$ cat config.mk
export PLATFORM = sky130hd
export DESIGN_NAME = amem_seq_top
export DESIGN_NICKNAME = d
export VERILOG_FILES = /design/src/rtl/amem_pkg.sv /design/src/rtl/amem_cfg_regs.sv /design/src/rtl/amem_len_fix.sv /design/src/rtl/amem_phase_ctrl.sv /design/src/rtl/amem_pin_drv.sv /design/src/rtl/amem_seq_top.sv
export SDC_FILE = /design/constraint.sdc
export NUM_CORES = 1
export LEC_CHECK = 0
export BUFFER_PORTS_ARGS = -buffer_cell sky130_fd_sc_hd__buf_4
export CAP_MARGIN = 20
export CORE_ASPECT_RATIO = 0.9
export CORE_UTILIZATION = 30
export DETAILED_ROUTE_END_ITERATION = 8
export SYNTH_ARGS = -nofsm -noshare
export SYNTH_HDL_FRONTEND = slang
export SYNTH_SLANG_ARGS = --single-unit
$ cat constraint.sdc
create_clock -name clk -period 4.5 [get_ports clk]
set_input_delay 0.45 -clock clk [delete_from_list [all_inputs] [get_ports clk]]
set_output_delay 0.45 -clock clk [all_outputs]
set_load 0.02 [all_outputs]
$ cat src/rtl/amem_pkg.sv
package amem_pkg;

  parameter int SETUP_W = 4;
  parameter int HOLD_W  = 4;
  parameter int DPH_W   = 8;

  typedef enum logic [2:0] {
    ST_IDLE,
    ST_SETUP,
    ST_HOLD,
    ST_DATA,
    ST_GAP
  } amem_state_e;

  typedef struct packed {
    logic               mux;
    logic [SETUP_W-1:0] setup;
    logic [HOLD_W-1:0]  hold;
    logic [DPH_W-1:0]   data;
  } amem_timing_t;

endpackage

$ cat src/rtl/amem_cfg_regs.sv
module amem_cfg_regs
  import amem_pkg::*;
(
  input  logic         clk,
  input  logic         rst,
  input  logic         we,
  input  amem_timing_t wr_val,
  output amem_timing_t cfg_q
);

  always_ff @(posedge clk) begin
    if (rst) begin
      cfg_q.mux   <= 1'b0;
      cfg_q.setup <= '1;
      cfg_q.hold  <= '1;
      cfg_q.data  <= '1;
    end else if (we) begin
      cfg_q <= wr_val;
    end
  end

endmodule

$ cat src/rtl/amem_len_fix.sv
module amem_len_fix
  import amem_pkg::*;
(
  input  amem_timing_t raw,
  output amem_timing_t eff
);

  logic setup_zero;
  logic hold_zero;
  logic data_zero;

  assign setup_zero = (raw.setup == '0);
  assign hold_zero  = (raw.hold == '0);
  assign data_zero  = (raw.data == '0);

  always_comb begin
    eff     = raw;
    // shared bus needs at least one address cycle
    if (raw.mux && setup_zero) eff.setup = SETUP_W'(1);
    // reserved zero values run as one cycle
    if (hold_zero) eff.hold = HOLD_W'(1);
    if (data_zero) eff.data = DPH_W'(1);
  end

endmodule

$ cat src/rtl/amem_phase_ctrl.sv
module amem_phase_ctrl
  import amem_pkg::*;
#(
  parameter int CNT_W = DPH_W
) (
  input  logic         clk,
  input  logic         rst,
  input  logic         start,
  input  amem_timing_t eff,
  output amem_state_e  state_q,
  output amem_state_e  state_d,
  output logic         mux_d,
  output logic         last_data
);

  logic [CNT_W-1:0] cnt_q;
  logic [CNT_W-1:0] cnt_d;
  amem_timing_t     snap_q;
  amem_timing_t     use_t;
  logic [CNT_W-1:0] ld_setup;
  logic [CNT_W-1:0] ld_hold;
  logic [CNT_W-1:0] ld_data;
  logic             cnt_end;

  assign use_t    = start ? eff : snap_q;
  assign ld_setup = CNT_W'(use_t.setup) - CNT_W'(1);
  assign ld_hold  = CNT_W'(use_t.hold) - CNT_W'(1);
  assign ld_data  = CNT_W'(use_t.data) - CNT_W'(1);
  assign cnt_end  = (cnt_q == '0);
  assign mux_d    = use_t.mux;
  assign last_data = (state_q == ST_DATA) && cnt_end;

  always_comb begin
    state_d = state_q;
    cnt_d   = cnt_q;
    if (!cnt_end) cnt_d = cnt_q - CNT_W'(1);
    case (state_q)
      ST_IDLE: begin
        cnt_d = '0;
        if (start) begin
          if (use_t.setup != '0) begin
            state_d = ST_SETUP;
            cnt_d   = ld_setup;
          end else begin
            state_d = ST_DATA;
            cnt_d   = ld_data;
          end
        end
      end
      ST_SETUP: begin
        if (cnt_end) begin
          if (use_t.mux) begin
            state_d = ST_HOLD;
            cnt_d   = ld_hold;
          end else begin
            state_d = ST_DATA;
            cnt_d   = ld_data;
          end
        end
      end
      ST_HOLD: begin
        if (cnt_end) begin
          state_d = ST_DATA;
          cnt_d   = ld_data;
        end
      end
      ST_DATA: begin
        if (cnt_end) state_d = ST_GAP;
      end
      ST_GAP: begin
        state_d = ST_IDLE;
      end
      default: begin
        state_d = ST_IDLE;
        cnt_d   = '0;
      end
    endcase
  end

  always_ff @(posedge clk) begin
    if (rst) begin
      state_q <= ST_IDLE;
      cnt_q   <= '0;
      snap_q  <= '0;
    end else begin
      state_q <= state_d;
      cnt_q   <= cnt_d;
      if (start) snap_q <= eff;
    end
  end

endmodule

$ cat src/rtl/amem_pin_drv.sv
module amem_pin_drv
  import amem_pkg::*;
#(
  parameter int ADDR_W = 20,
  parameter int DATA_W = 16
) (
  input  logic              clk,
  input  logic              rst,
  input  amem_state_e       state_d,
  input  logic              mux_d,
  input  logic              wr_d,
  input  logic [ADDR_W-1:0] addr_d,
  input  logic [DATA_W-1:0] wdata_d,
  output logic              busy,
  output logic              done,
  output logic              mem_cs_n,
  output logic              mem_oe_n,
  output logic              mem_we_n,
  output logic              mem_adv_n,
  output logic [ADDR_W-1:0] mem_addr,
  output logic [DATA_W-1:0] mem_dq_out,
  output logic              mem_dq_oe
);

  logic [DATA_W-1:0] addr_on_bus;
  logic              in_access;
  logic              in_addr_ph;
  logic              in_data_ph;

  generate
    if (ADDR_W >= DATA_W) begin : g_addr_trunc
      assign addr_on_bus = addr_d[DATA_W-1:0];
    end else begin : g_addr_ext
      assign addr_on_bus = {{(DATA_W-ADDR_W){1'b0}}, addr_d};
    end
  endgenerate

  assign in_access  = (state_d == ST_SETUP) || (state_d == ST_HOLD) ||
                      (state_d == ST_DATA);
  assign in_addr_ph = (state_d == ST_SETUP) || (state_d == ST_HOLD);
  assign in_data_ph = (state_d == ST_DATA);

  always_ff @(posedge clk) begin
    if (rst) begin
      busy       <= 1'b0;
      done       <= 1'b0;
      mem_cs_n   <= 1'b1;
      mem_oe_n   <= 1'b1;
      mem_we_n   <= 1'b1;
      mem_adv_n  <= 1'b1;
      mem_addr   <= '0;
      mem_dq_out <= '0;
      mem_dq_oe  <= 1'b0;
    end else begin
      busy      <= (state_d != ST_IDLE);
      done      <= (state_d == ST_GAP);
      mem_cs_n  <= !in_access;
      mem_oe_n  <= !(in_data_ph && !wr_d);
      mem_we_n  <= !(in_data_ph && wr_d);
      mem_adv_n <= !(state_d == ST_SETUP);
      mem_addr  <= addr_d;
      mem_dq_oe <= (mux_d && in_addr_ph) || (in_data_ph && wr_d);
      if (in_data_ph) mem_dq_out <= wdata_d;
      else            mem_dq_out <= addr_on_bus;
    end
  end

endmodule

$ cat src/rtl/amem_seq_top.sv
module amem_seq_top
  import amem_pkg::*;
#(
  parameter int ADDR_W = 20,
  parameter int DATA_W = 16
) (
  input  logic               clk,
  input  logic               rst,
  input  logic               cfg_we,
  input  logic               cfg_mux,
  input  logic [SETUP_W-1:0] cfg_setup,
  input  logic [HOLD_W-1:0]  cfg_hold,
  input  logic [DPH_W-1:0]   cfg_data,
  input  logic               req_valid,
  input  logic               req_write,
  input  logic [ADDR_W-1:0]  req_addr,
  input  logic [DATA_W-1:0]  req_wdata,
  output logic               busy,
  output logic               done,
  output logic [DATA_W-1:0]  rdata,
  output logic               mem_cs_n,
  output logic               mem_oe_n,
  output logic               mem_we_n,
  output logic               mem_adv_n,
  output logic [ADDR_W-1:0]  mem_addr,
  output logic [DATA_W-1:0]  mem_dq_out,
  output logic               mem_dq_oe,
  input  logic [DATA_W-1:0]  mem_dq_in
);

  amem_timing_t      cfg_wr;
  amem_timing_t      cfg_q;
  amem_timing_t      cfg_eff;
  amem_state_e       state_q;
  amem_state_e       state_d;
  logic              mux_d;
  logic              last_data;
  logic              start;
  logic              wr_q;
  logic [ADDR_W-1:0] addr_q;
  logic [DATA_W-1:0] wdata_q;
  logic              wr_d;
  logic [ADDR_W-1:0] addr_d;
  logic [DATA_W-1:0] wdata_d;
  logic [DATA_W-1:0] rdata_q;

  assign cfg_wr = '{mux: cfg_mux, setup: cfg_setup, hold: cfg_hold, data: cfg_data};

  amem_cfg_regs u_cfg (
    .clk   (clk),
    .rst   (rst),
    .we    (cfg_we),
    .wr_val(cfg_wr),
    .cfg_q (cfg_q)
  );

  amem_len_fix u_fix (
    .raw(cfg_q),
    .eff(cfg_eff)
  );

  assign start = req_valid && (state_q == ST_IDLE);

  amem_phase_ctrl #(.CNT_W(DPH_W)) u_ctrl (
    .clk      (clk),
    .rst      (rst),
    .start    (start),
    .eff      (cfg_eff),
    .state_q  (state_q),
    .state_d  (state_d),
    .mux_d    (mux_d),
    .last_data(last_data)
  );

  assign wr_d    = start ? req_write : wr_q;
  assign addr_d  = start ? req_addr  : addr_q;
  assign wdata_d = start ? req_wdata : wdata_q;

  always_ff @(posedge clk) begin
    if (rst) begin
      wr_q    <= 1'b0;
      addr_q  <= '0;
      wdata_q <= '0;
      rdata_q <= '0;
    end else begin
      if (start) begin
        wr_q    <= req_write;
        addr_q  <= req_addr;
        wdata_q <= req_wdata;
      end
      if (last_data && !wr_q) rdata_q <= mem_dq_in;
    end
  end

  assign rdata = rdata_q;

  amem_pin_drv #(.ADDR_W(ADDR_W), .DATA_W(DATA_W)) u_pins (
    .clk       (clk),
    .rst       (rst),
    .state_d   (state_d),
    .mux_d     (mux_d),
    .wr_d      (wr_d),
    .addr_d    (addr_d),
    .wdata_d   (wdata_d),
    .busy      (busy),
    .done      (done),
    .mem_cs_n  (mem_cs_n),
    .mem_oe_n  (mem_oe_n),
    .mem_we_n  (mem_we_n),
    .mem_adv_n (mem_adv_n),
    .mem_addr  (mem_addr),
    .mem_dq_out(mem_dq_out),
    .mem_dq_oe (mem_dq_oe)
  );

endmodule

# == Yosys cells after proc, flatten, opt, wreduce, memory -nomap -nowiden ==
# Index checks and enable logic that the tools add are counted.
# word_totals
word_cells,81
in_bits,74
output_inout_bits,59
reg_bits,121
# classes
n_addsub,4
n_reduce_logical,24
eq_ne,8
muxes,22
# ops
cell,n
$mux 8,7
$mux 16,3
$pmux 8 s4,1
$mux 17,1
$logic_not 8->1,2
$sub 8x1->8 const B,2
$eq 3x2->1 const B,4
$mux 3,4
$pmux 3 s4,1
$sub 4x1->5 const B,2
$logic_not 4->1,2
$mux 4,2
$logic_and 1x1->1,7
$eq 3x1->1 const B,2
$eq 3x3->1 const B,2
$logic_not 1->1,6
$reduce_bool 4->1,1
$logic_not 3->1,1
$logic_or 1x1->1,3
$reduce_bool 3->1,1
$mux 1,2
$mux 2,1
$reduce_or 2->1,1

# == Logic depth before layout (Yosys ltp) ==
# Gate-level depths: netlist of the first run.
# logic_depth
word_depth,12
depth_mapped,13
ltp_nobuf,9

# == Cells and area by module ==
# A second synthesis of the first run with hierarchy kept.
# unflattened
cells_unflattened,602
area_unflattened_um2,6208.5
# modules_own_cells
mod,area_per_inst_um2,seq_area_each_um2,cells_each,instances
amem_seq_top,2137.0,1061.0,192,1
amem_phase_ctrl,1878.1,560.5,220,1
amem_pin_drv,1443.9,860.8,113,1
amem_cfg_regs,641.9,340.3,56,1
amem_len_fix,107.6,0.0,21,1

# == Worst setup path after synthesis of the first run ==
# Ideal clock, no wire load.
# synth_timing
path_kind,input to register
start,in req_valid
end,reg u_pins.mem_dq_out[10]
setup_time_ns,0.066
arrival_ns,3.432
path_slack_ns,1.002
required_ns,4.434
path_buffers,4
stages,13
cell_sequence,or4b_1 buf_2 buf_2 buf_2 or3_1 o21ai_1 ha_1 or3b_2 nor2_2 a2111oi_4 nor3_4 buf_6 a2bb2oi_2
# synth_via
elab_chain_len,8
elab_cells_between_ends,12
classes_between,eq/ne (1); mux (9); reduce/logical (2)
# synth_lines
element,line_no,rtl
from (decl),amem_seq_top.sv:14,"input logic req_valid,"
$logic_and 1x1->1 (*),amem_seq_top.sv:62,assign start = req_valid && (state_q == ST_IDLE);
$mux 17,--,
$reduce_bool 4->1,amem_phase_ctrl.sv:41,if (use_t.setup != '0) begin
$mux 2,amem_phase_ctrl.sv:41,
$mux 3,amem_phase_ctrl.sv:40,if (start) begin
$pmux 3 s4,amem_phase_ctrl.sv:37,case (state_q)
$eq 3x2->1,amem_pin_drv.sv:41,assign in_data_ph = (state_d == ST_DATA);
$mux 16 (*),amem_pin_drv.sv:63,if (in_data_ph) mem_dq_out <= wdata_d;
to (signal assigned),amem_pin_drv.sv:63,
to (signal assigned),amem_pin_drv.sv:64,else mem_dq_out <= addr_on_bus;
to (decl),amem_pin_drv.sv:21,"output logic [DATA_W-1:0] mem_dq_out,"
# Mark *: on every way between the ends. The rest lies on a longest branch, timed or not.
# A chain may end at the register's enable or synchronous reset.

# == Worst setup path in the final report of the first run ==
# layout_timing
start,reg u_ctrl.state_q[0]
end,reg u_pins.mem_dq_out[7]
# layout_via
elab_chain_len,9
elab_cells_between_ends,18
classes_between,eq/ne (4); mux (11); reduce/logical (3)
# layout_lines
element,line_no,rtl
from (decl),amem_phase_ctrl.sv:10,"output amem_state_e state_q,"
from (signal assigned),amem_phase_ctrl.sv:86,state_q <= state_d;
$logic_not 3->1,"amem_phase_ctrl.sv:37, amem_seq_top.sv:62",
$logic_and 1x1->1,amem_seq_top.sv:62,
$mux 17,--,
$reduce_bool 4->1,amem_phase_ctrl.sv:41,
$mux 2,amem_phase_ctrl.sv:41,
$mux 3,amem_phase_ctrl.sv:40,
$pmux 3 s4,amem_phase_ctrl.sv:37,
$eq 3x2->1,amem_pin_drv.sv:41,
$mux 16 (*),amem_pin_drv.sv:63,
# Marked as above.

==> results of run 1 <==
[power by group through the flow]
stage               logic, W  registers, W  clock network, W
floorplan            0.00116       0.00146                 0
global placement     0.00166       0.00139                 0
detailed placement   0.00169       0.00140                 0
CTS                  0.00169       0.00138           0.00133
global route         0.00185       0.00141           0.00138
finish               0.00170       0.00139           0.00130
[routing by layer]
| metal | track usage | vias to the layer above |
|---|---|---|
| met3 | 0.0370 | 22 |
| met5 | 0 | - |
| met2 | 0.258 | 171 |
| li1 | - | 2236 |
| met1 | 0.209 | 2127 |
| met4 | 0.0627 | 0 |
[sequential cells by signal, indices dropped and copies added, names as in the netlist]
| register | flops |
|---|---|
| rdata | 16 |
| u_cfg.cfg_q | 17 |
| u_pins.busy | 1 |
| u_pins.mem_oe_n | 1 |
| u_pins.mem_dq_out | 16 |
| u_pins.mem_adv_n | 1 |
| u_ctrl.state_q | 3 |
| u_pins.mem_we_n | 1 |
| u_pins.mem_addr | 20 |
| u_pins.mem_cs_n | 1 |
| u_ctrl.snap_q | 15 |
| u_pins.mem_dq_oe | 1 |
| u_ctrl.cnt_q | 8 |
| wdata_q | 16 |
| wr_q | 1 |
| u_pins.done | 1 |
[worst max path at each step]
stage / slack [ns] / end / cells after the start / from
floorplan: 1.00 / u_pins.mem_dq_out[10]$_SDFF_PP0_ / 13 / req_valid
global placement: 1.01 / u_pins.mem_dq_out[7]$_SDFF_PP0_ / 11 / req_valid
detailed placement: 0.94 / u_pins.mem_dq_out[7]$_SDFF_PP0_ / 10 / u_ctrl.state_q[0]$_SDFF_PP0_
CTS: 0.92 / u_pins.mem_dq_out[7]$_SDFF_PP0_ / 10 / u_ctrl.state_q[0]$_SDFF_PP0_
global route: 0.70 / u_pins.mem_dq_out[7]$_SDFF_PP0_ / 10 / u_ctrl.state_q[0]$_SDFF_PP0_
finish: 0.91 / u_pins.mem_dq_out[7]$_SDFF_PP0_ / 10 / u_ctrl.state_q[0]$_SDFF_PP0_
[per-stage QoR]
stage / instances / total power (W) / setup slack [ns] / instance area [µm²]
finish: 906 / 0.00438 / 0.912 / 6920
global placement: 874 / 0.00306 / 1.01 / 6340
floorplan: 557 / 0.00262 / 1.00 / 5190
global route: 906 / 0.00464 / 0.695 / 6920
CTS: 906 / 0.00440 / 0.916 / 6920
detailed placement: 874 / 0.00309 / 0.938 / 6340
[cell usage after synthesis (all sizes together), types with 2 or more instances]
cell	instances	area share
nand3	7	0.0067
mux2i	61	0.12
nor3	16	0.020
nand2	80	0.059
nor2b	6	0.0072
a21o	4	0.0058
mux2	4	0.0094
a2bb2oi	16	0.037
xnor2	4	0.0067
o32ai	2	0.0034
ha	4	0.0096
inv	5	0.0036
dfxtp	119	0.46
o22ai	4	0.0048
clkbuf	14	0.010
nand2b	5	0.0060
o21ai	13	0.013
and2	2	0.0024
a31oi	4	0.0048
xor2	3	0.0051
or3b	2	0.0034
a31o	2	0.0034
o31ai	4	0.0058
or4	3	0.0043
nand4	3	0.0036
a211oi	2	0.0029
a22oi	3	0.0043
nor3b	7	0.010
o211ai	2	0.0039
or3	6	0.0072
nor2	65	0.048
a221oi	3	0.0063
nor4b	3	0.0092
or4b	2	0.0046
nor4bb	2	0.0039
a21oi	39	0.038
buf	18	0.020
nor4	6	0.0072
[kinds of logic (layout without fill, tap and decap cells)]
family | after synthesis | count (layout) | synth area share
AO/OA/AOI/OAI | 108 | 108 | 0.153
buffers and inverters | 38 | 176 | 0.0349
multiplexers | 65 | 65 | 0.127
adder cells (fa/ha/maj) | 4 | 4 | 0.00964
AND/OR/NAND/NOR | 216 | 216 | 0.205
XOR/XNOR | 7 | 7 | 0.0118
flip-flops | 119 | 119 | 0.459
[worst max-delay path, stage by stage (launching register included)]
cell and delay (ns):
dfxtp_1 0.44, or4b_4 0.77, or3_1 0.40, o21ai_1 0.11
ha_1 0.25, or3b_2 0.55, nor2_2 0.19, a2111oi_4 0.11
nor3_4 0.21, buf_4 0.28, a2bb2oi_1 0.20
[area by class of cell]
type | instances | area share
multi-input cells | 400 | 0.382
flip-flops and latches | 119 | 0.344
repair buffers | 138 | 0.150
clock buffers | 17 | 0.0615
well taps | 211 | 0.0382
clock inverters | 15 | 0.0210
inverters | 6 | 0.00326
==> metrics.txt, run 1 <==
Psw 0.00166 W; Post-synth EDFFs 0; boundary pin count 133; GR Util All Layers 0.161; Worst Skew 0.00752 ns; initial core utilization 0.307; Final ANT Viol Nets 0; synthesized instance count 557; die width 141 µm; Slew headroom 0.247; Final min period 3.59 ns; vias per cell 5.03; most common cell after layout, fill and taps aside buf_4; fillcell total 1699; Post-CTS Setup Inserts 0; commonest cells after routing, fill and taps aside buf_4 (138), dfxtp_1 (119), nand2_1 (79); sequential fraction of the synthesis area 0.459; pwr/cell area 633 nW/µm²; hold_buf cts 0; Worst Path Arrival 3.93 ns; initial antenna violation count 0; Syn Nets 635; PortBufs 132; Hold Crit Endpoint u_cfg.cfg_q[1]$_SDFFE_PP1P_; unrepaired setup endpoints after global routing false; CTS tree yes; crit start category register; H-tree depth 4; met2 WL 6.42 mm; Setup-failing EPs final 0; status finished clean; area of the multi-input gates 2640 µm²; reg2reg end u_pins.mem_dq_out[7]$_SDFF_PP0_; Clock Power Share 0.296; DR vias 4556; Async SR Flop Fraction 0; min-delay src cfg_data[1]; Final Hold Violating Endpoints 0; full die area 17800 µm²; WL met1 6.32 mm; CP Class reg -> reg; Pre-antenna DRT Iters 5; setup_tns 0 ns; worst hold-check path type in -> reg; Syn Std Cell Area 5190 µm²; Peak VDD IR 354 µV; Tcrit/Tclk final 0.797; flop-to-flop setup slack 0.91 ns; Worst-path clk slew 0.06 ns; top sig layer met4; Sequential Power Share 0.316; final core occ 0.409; Worst Path Max Fanout 22; Worst-Skew Late Latency 0.42 ns; row cnt 45; Hold WS 0.242 ns; Crit. End Element register; Sequential Area 2380 µm²; number of DRC markers in iteration 0 214; Hold Path Stages 3; nets@finish 760; Synth Register Bits 119; gr ovfl total 0; Logic pwr share 0.388; Worst EP required 4.84 ns; FF-to-FF Start u_ctrl.state_q[0]$_SDFF_PP0_; Synth Flop Type dfxtp_1; residual DRC count 0; Root Buffer clkbuf_16; largest net degree at the start of global routing 52; max frequency 0.279 GHz; MaxCap Viol Count 0; worst reg2reg path depth 10; cell-internal power 0.00272 W; Slew @ Worst Pin 1.13 ns; total core area 16900 µm²; Inserted Diodes 0; Sink Count 119; sw frac 0.378; first-pass GRT wire length 22.4 mm; Bufs on Longest Clock Path 2; RePlAce Congestion 0.900; metal3 WL 926 µm; Area Growth Syn to Fin 33.2%; vias in the first global route 4399; fin. max-slew vios 0; Routed WL 13.9 mm; share of layout cells above drive strength 1 0.286; PostCTS Resize Cnt 0; Chip Height 127 µm; Detailed Place HPWL 10.0 mm; Routed WL per cell 15.3 µm; total CTS buffers 17; Syn Area/Cell 9.32 µm²; Distinct cells, synth 65; P_leak 2.99 nW; synthesis warning total 0
Note: power is estimated with default switching activity, not from simulation.
==> run 2: changes to the inputs <==
clock period = 3.45 ns   (was 4.5 ns; I/O delays follow)
==> run 2 against run 1 <==
  * Hold slack worse by 0.095 ns
  * Clock skew barely moved
  * First-iteration DRC count rose by 38%
  * Critical path depth did not move
  * Die area unchanged
  * Clock-buffer cell count is 8 higher
  * Global-route usage rose by 0.17 points
  * Final cell count is 1.4% higher
  * Critical endpoint is now u_ctrl.cnt_q[5]$_SDFF_PP0_
  * Largest cell class unchanged
  * Highest routed layer unchanged
==> metrics.txt, run 2 (same netlist as run 1, synthesis figures left out) <==
status finished clean; first-pass GRT wire length 22.7 mm (+1.2%); max FFs per register 20 (unchanged); H-tree depth 4 (unchanged); Sink Count 119 (unchanged); boundary pin count 133 (unchanged); Worst Setup Slack, final 0.218 ns (-0.694 ns); Final ANT Viol Nets 0 (unchanged); Peak VDD IR 482 µV (+36%); Worst-Skew Late Latency 0.41 ns (about the same); number of DRC markers in iteration 0 295 (+38%); Sequential Power Share 0.300 (-0.016); P_leak 3.07 nW (+2.6%); Worst-path clk slew 0.06 ns (about the same); unrepaired setup endpoints after global routing false; Worst Path Max Fanout 29 (+32%); Pre-antenna DRT Iters 4 (-1); fillcell total 1646 (-3.1%); PortBufs 132 (unchanged); RePlAce Congestion 0.912 (+1.3%); GR Util All Layers 0.162 (+0.00168); Chip Height 127 µm (unchanged); nets@finish 773 (+1.7%); Final Hold Violating Endpoints 0 (unchanged); Logic pwr share 0.395 (+0.007); Worst EP required 3.77 ns (-1.07 ns); setup_tns 0 ns (unchanged); critical-path cell list or4b_4 > buf_4 > or3_1 > o21ai_0 > ha_2 > nor3b_1 > mux2i_2 > a31oi_2 > o32ai_1 > a221oi_2; initial antenna violation count 0 (unchanged); sw frac 0.359 (-0.0195); Worst Path Arrival 3.55 ns (-0.38 ns); Clock Power Share 0.305 (+0.009); Area Growth Syn to Fin 36.3%; total core area 16900 µm² (unchanged); DR vias 4615 (+1.3%); Routed WL per cell 15.4 µm (+0.35%); full die area 17800 µm² (unchanged); delay-heaviest family, CP simple AND/OR/NAND/NOR gates; cell-internal power 0.00383 W (+41%); Routed WL 14.1 mm (+1.8%); pwr/cell area 845 nW/µm² (+33%); Bufs on Longest Clock Path 2 (unchanged); Sequential Area 2380 µm² (unchanged); total CTS buffers 17 (unchanged); Crit-path slowest cell or4b_4; Detailed Place HPWL 10.3 mm (+2.6%); Worst Skew 0.00786 ns (+0.000337 ns); share of layout cells above drive strength 1 0.301 (+0.0145); largest net degree at the start of global routing 77 (+48%); Setup-failing EPs final 0 (unchanged); commonest cells after routing, fill and taps aside buf_4 (151), dfxtp_1 (119), nand2_1 (79); Psw 0.00215 W (+29%); gr ovfl total 0 (unchanged); area of the multi-input gates 2660 µm² (+0.76%); Slew @ Worst Pin 0.858 ns (-0.268 ns); Post-CTS Setup Inserts 0 (unchanged); Setup WS pre-CTS 0.227 ns (-0.712 ns); fin. max-slew vios 0 (unchanged); Largest regs u_pins.mem_addr x20, u_cfg.cfg_q x17; Crit. End Element register; fin area 7070 µm² (+2.3%); vias in the first global route 4546 (+3.3%); total power 0.00598 W (+37%); max frequency 0.309 GHz (+11%); Final min period 3.23 ns (-0.356 ns); Slew headroom 0.428 (+0.180); Buf+Inv Stages, Crit Path 1 (unchanged); most common cell after layout, fill and taps aside buf_4; Root Buffer clkbuf_16; Reg with most FFs u_pins.mem_addr; hold_buf cts 0 (unchanged); Inserted Diodes 0 (unchanged); vias per cell 5.02 (-0.14%); row cnt 45 (unchanged); worst hold-check path type in -> reg; Critical Path Max Stage Delay 0.60 ns (-0.17 ns); MaxCap Viol Count 0 (unchanged); die width 141 µm (unchanged); CP Class reg -> reg; CTS tree yes; residual DRC count 0 (unchanged); crit start category register; initial core utilization 0.307 (unchanged); dpl cell area 6440 µm² (+1.5%); Tcrit/Tclk final 0.937 (+0.139)
-- run 2: timing repair --
action / 4_1_cts / 5_1_grt
endpoints found under the hold margin: 0 / 0
resized for setup: 0 / 5
endpoints found under the setup margin: 0 / 3
-- run 2: worst paths after layout --
path / from / to / slack, ns / cells past startpoint
worst max-delay path: u_ctrl.state_q[1]$_SDFF_PP0_ / u_ctrl.cnt_q[5]$_SDFF_PP0_ / 0.22 / 10
worst min-delay path: cfg_data[2] / u_cfg.cfg_q[2]$_SDFFE_PP1P_ / 0.15 / 3
worst max register to register: u_ctrl.state_q[1]$_SDFF_PP0_ / u_ctrl.cnt_q[5]$_SDFF_PP0_ / 0.22 / 10
worst min register to register: u_pins.mem_addr[17]$_SDFFE_PP0N_ / u_pins.mem_addr[17]$_SDFFE_PP0N_ / 0.46 / 2
-- run 2: final cells by class --
| type | count | area share |
|---|---|---|
| Inverter | 6 | 0.00318 |
| Timing Repair Buffer | 151 | 0.160 |
| Sequential cell | 119 | 0.337 |
| Multi-Input combinational cell | 400 | 0.376 |
| Clock inverter | 7 | 0.0164 |
| Clock buffer | 25 | 0.0700 |
| Tap cell | 211 | 0.0373 |
-- run 2: layer usage --
layer,track usage,wire length (µm),up-vias
met5,0,0,-
met4,0.0575,191,0
met3,0.0370,777,17
li1,-,-,2265
met1,0.216,6590,2179
met2,0.258,6580,154
-- run 2: power groups by stage --
stage	registers (W)	logic [W]	clock network, W
2_1_floorplan	0.00191	0.00151	0
3_3_place_gp	0.00181	0.00229	0
3_5_place_dp	0.00181	0.00231	0
4_1_cts	0.00179	0.00233	0.00186
5_1_grt	0.00182	0.00256	0.00192
6_report	0.00179	0.00236	0.00183
-- run 2: metrics by stage --
step | hold WS, ns | instances | util
finish | 0.147 | 919 | 0.419
global route | 0.139 | 919 | 0.419
CTS | 0.132 | 919 | 0.418
detailed placement | 0.459 | 887 | 0.381
global placement | 0.449 | 887 | 0.381
floorplan | 0.451 | 557 | -
-- run 2: tightest hold or removal path, delay by kind of cell --
kind / cells / cell delay, ns
and+or+nand+nor: 1 / 0.06
buffers and inverters: 1 / 0.08
muxes: 1 / 0.05
==> run 3: changes to the inputs <==
CTS_BUF_LIST = sky130_fd_sc_hd__clkbuf_16   (was default)
==> run 3 against run 2 <==
  * Worst setup slack worse by 0.031 ns
  * Clock-buffer cell count is 8 lower
  * Power is 1.7% lower
  * Final area is 0.57% lower
  * First-iteration DRC count is 17% higher
  * Sequential power hardly changed
  * Hold slack better by 0.0011 ns
  * Routed wire length is 0.81% higher
  * Flip-flop and latch count stayed put
  * Sequential share of layout area is 0.19 points higher
  * Critical path type unchanged
  * Largest cell class unchanged
  * Highest routed layer unchanged
==> metrics.txt, run 3 (same netlist as run 1, synthesis figures left out) <==
Root Buffer clkbuf_16; Hold WS 0.148 ns (+0.00107 ns); Worst-Skew Late Latency 0.41 ns (about the same); crit start category register; row cnt 45 (unchanged); DR vias 4645 (+0.65%); Peak VDD IR 479 µV (-0.60%); Area Growth Syn to Fin 35.5%; commonest cells after routing, fill and taps aside buf_4 (151), dfxtp_1 (119), nand2_1 (79); PostCTS Resize Cnt 0 (unchanged); status finished clean; crit path from u_ctrl.state_q[1]$_SDFF_PP0_; hold_buf cts 0 (unchanged); CP Class reg -> reg; Crit-path slowest cell or4b_4; Post-CTS Setup Inserts 0 (unchanged); flop-to-flop setup slack 0.19 ns (-0.03 ns); fin. max-slew vios 0 (unchanged); Tcrit/Tclk final 0.946 (+0.00899); Buf+Inv Stages, Crit Path 1 (unchanged); max FFs per register 20 (unchanged); full die area 17800 µm² (unchanged); first-pass GRT wire length 22.8 mm (+0.30%); Worst Skew 0.00921 ns (+0.00135 ns); Chip Height 127 µm (unchanged); residual DRC count 0 (unchanged); Final ANT Viol Nets 0 (unchanged); placed cells 887 (unchanged); total CTS buffers 17 (unchanged); Routed WL per cell 15.5 µm (+0.81%); Worst-path clk slew 0.06 ns (about the same); Routed WL 14.3 mm (+0.81%); delay-heaviest family, CP simple AND/OR/NAND/NOR gates; Crit. End Element register; initial antenna violation count 0 (unchanged); final non-filler cell total 919 (unchanged); Bufs on Longest Clock Path 2 (unchanged); boundary pin count 133 (unchanged); RePlAce Congestion 0.912 (unchanged); Slew headroom 0.443 (+0.0156); Worst Path Max Fanout 29 (unchanged); nets@finish 773 (unchanged); Largest regs u_pins.mem_addr x20, u_cfg.cfg_q x17; Reg with most FFs u_pins.mem_addr; vias in the first global route 4559 (+0.29%); Sink Count 119 (unchanged); worst reg2reg path depth 10 (unchanged); Detailed Place HPWL 10.3 mm (unchanged); FF-to-FF Start u_ctrl.state_q[1]$_SDFF_PP0_; pwr/cell area 836 nW/µm² (-1.1%); worst hold-check path type in -> reg; setup_tns 0 ns (unchanged); die width 141 µm (unchanged); critical-path cell list or4b_4 > buf_4 > or3_1 > o21ai_0 > ha_2 > nor3b_1 > mux2i_2 > a31oi_2 > o32ai_1 > a221oi_2; Final min period 3.26 ns (+0.0310 ns); initial core utilization 0.307 (unchanged); Critical Path Max Stage Delay 0.60 ns (about the same); Slew @ Worst Pin 0.835 ns (-0.0235 ns); unrepaired setup endpoints after global routing false; gr ovfl total 0 (unchanged); Hold Crit Endpoint u_cfg.cfg_q[7]$_SDFFE_PP1P_; Worst Path Arrival 3.57 ns (+0.02 ns); Inserted Diodes 0 (unchanged); H-tree depth 4 (unchanged); Setup-failing EPs final 0 (unchanged); Pre-antenna DRT Iters 5 (+1); GR Util All Layers 0.163 (+0.000326); MaxCap Viol Count 0 (unchanged); largest net degree at the start of global routing 77 (unchanged); P_leak 3.06 nW (-0.19%); min-delay src cfg_data[7]; Final Hold Violating Endpoints 0 (unchanged); Worst EP required 3.76 ns (about the same); share of layout cells above drive strength 1 0.295 (-0.00565); fillcell total 1646 (unchanged); most common cell after layout, fill and taps aside buf_4; total core area 16900 µm² (unchanged); PortBufs 132 (unchanged); number of DRC markers in iteration 0 344 (+17%); vias per cell 5.05 (+0.65%); reg2reg end u_ctrl.cnt_q[5]$_SDFF_PP0_; CTS tree yes; Hold Path Stages 3 (unchanged); max frequency 0.306 GHz (-0.95%)
run 3: worst register-to-register path, delay by kind of cell (launching register included):
kind            cells  cell delay, ns
mux                 1            0.21
fa+ha+maj           1            0.28
compound gates      4            0.80
simple gates        3            1.22
flops               1            0.41
buf+inv             1            0.27
run 3: metal layers:
layer | global-route usage | share of wire
met2 | 0.260 | 0.47
met1 | 0.215 | 0.46
met4 | 0.0575 | 0.011
met3 | 0.0370 | 0.059
met5 | 0 | 0
run 3: final cells by class:
class | instances | area [µm²] | area share
inverter | 6 | 22.5 | 0.00320
clock inverter | 15 | 146 | 0.0208
clock buffer | 17 | 425 | 0.0605
multi-input combinational | 400 | 2660 | 0.378
tap | 211 | 264 | 0.0375
sequential | 119 | 2380 | 0.339
timing repair buffer | 151 | 1130 | 0.161
run 3: how the worst max path moves through the flow:
stage	cells past startpoint	slack [ns]	end
after floorplan	13	0.04	u_pins.mem_dq_out[10]$_SDFF_PP0_
after global placement	10	0.34	u_pins.mem_dq_out[1]$_SDFF_PP0_
after CTS	10	0.22	u_ctrl.cnt_q[5]$_SDFF_PP0_
after global routing	10	0.01	u_ctrl.cnt_q[5]$_SDFF_PP0_
after detailed placement	10	0.23	u_pins.mem_dq_out[6]$_SDFF_PP0_
final	10	0.19	u_ctrl.cnt_q[5]$_SDFF_PP0_
run 3: report_power, final:
| part | switching [W] | leakage, nW | internal [W] | total, W |
|---|---|---|---|---|
| Sequential | 0.000168 | 0.977 | 0.00162 | 0.00179 |
| Clock | 0.000606 | 0.292 | 0.00111 | 0.00172 |
| Combinational | 0.00137 | 1.79 | 0.000996 | 0.00237 |
run 3: per-stage QoR:
stage | setup WS [ns] | instance area, µm² | util | total power, W
after floorplan | 0.0373 | 5190 | - | 0.00342
after global placement | 0.343 | 6440 | 0.381 | 0.00410
after detailed placement | 0.227 | 6440 | 0.381 | 0.00413
after CTS | 0.218 | 7010 | 0.415 | 0.00587
after global routing | 0.0130 | 7030 | 0.416 | 0.00620
final | 0.187 | 7030 | 0.416 | 0.00588
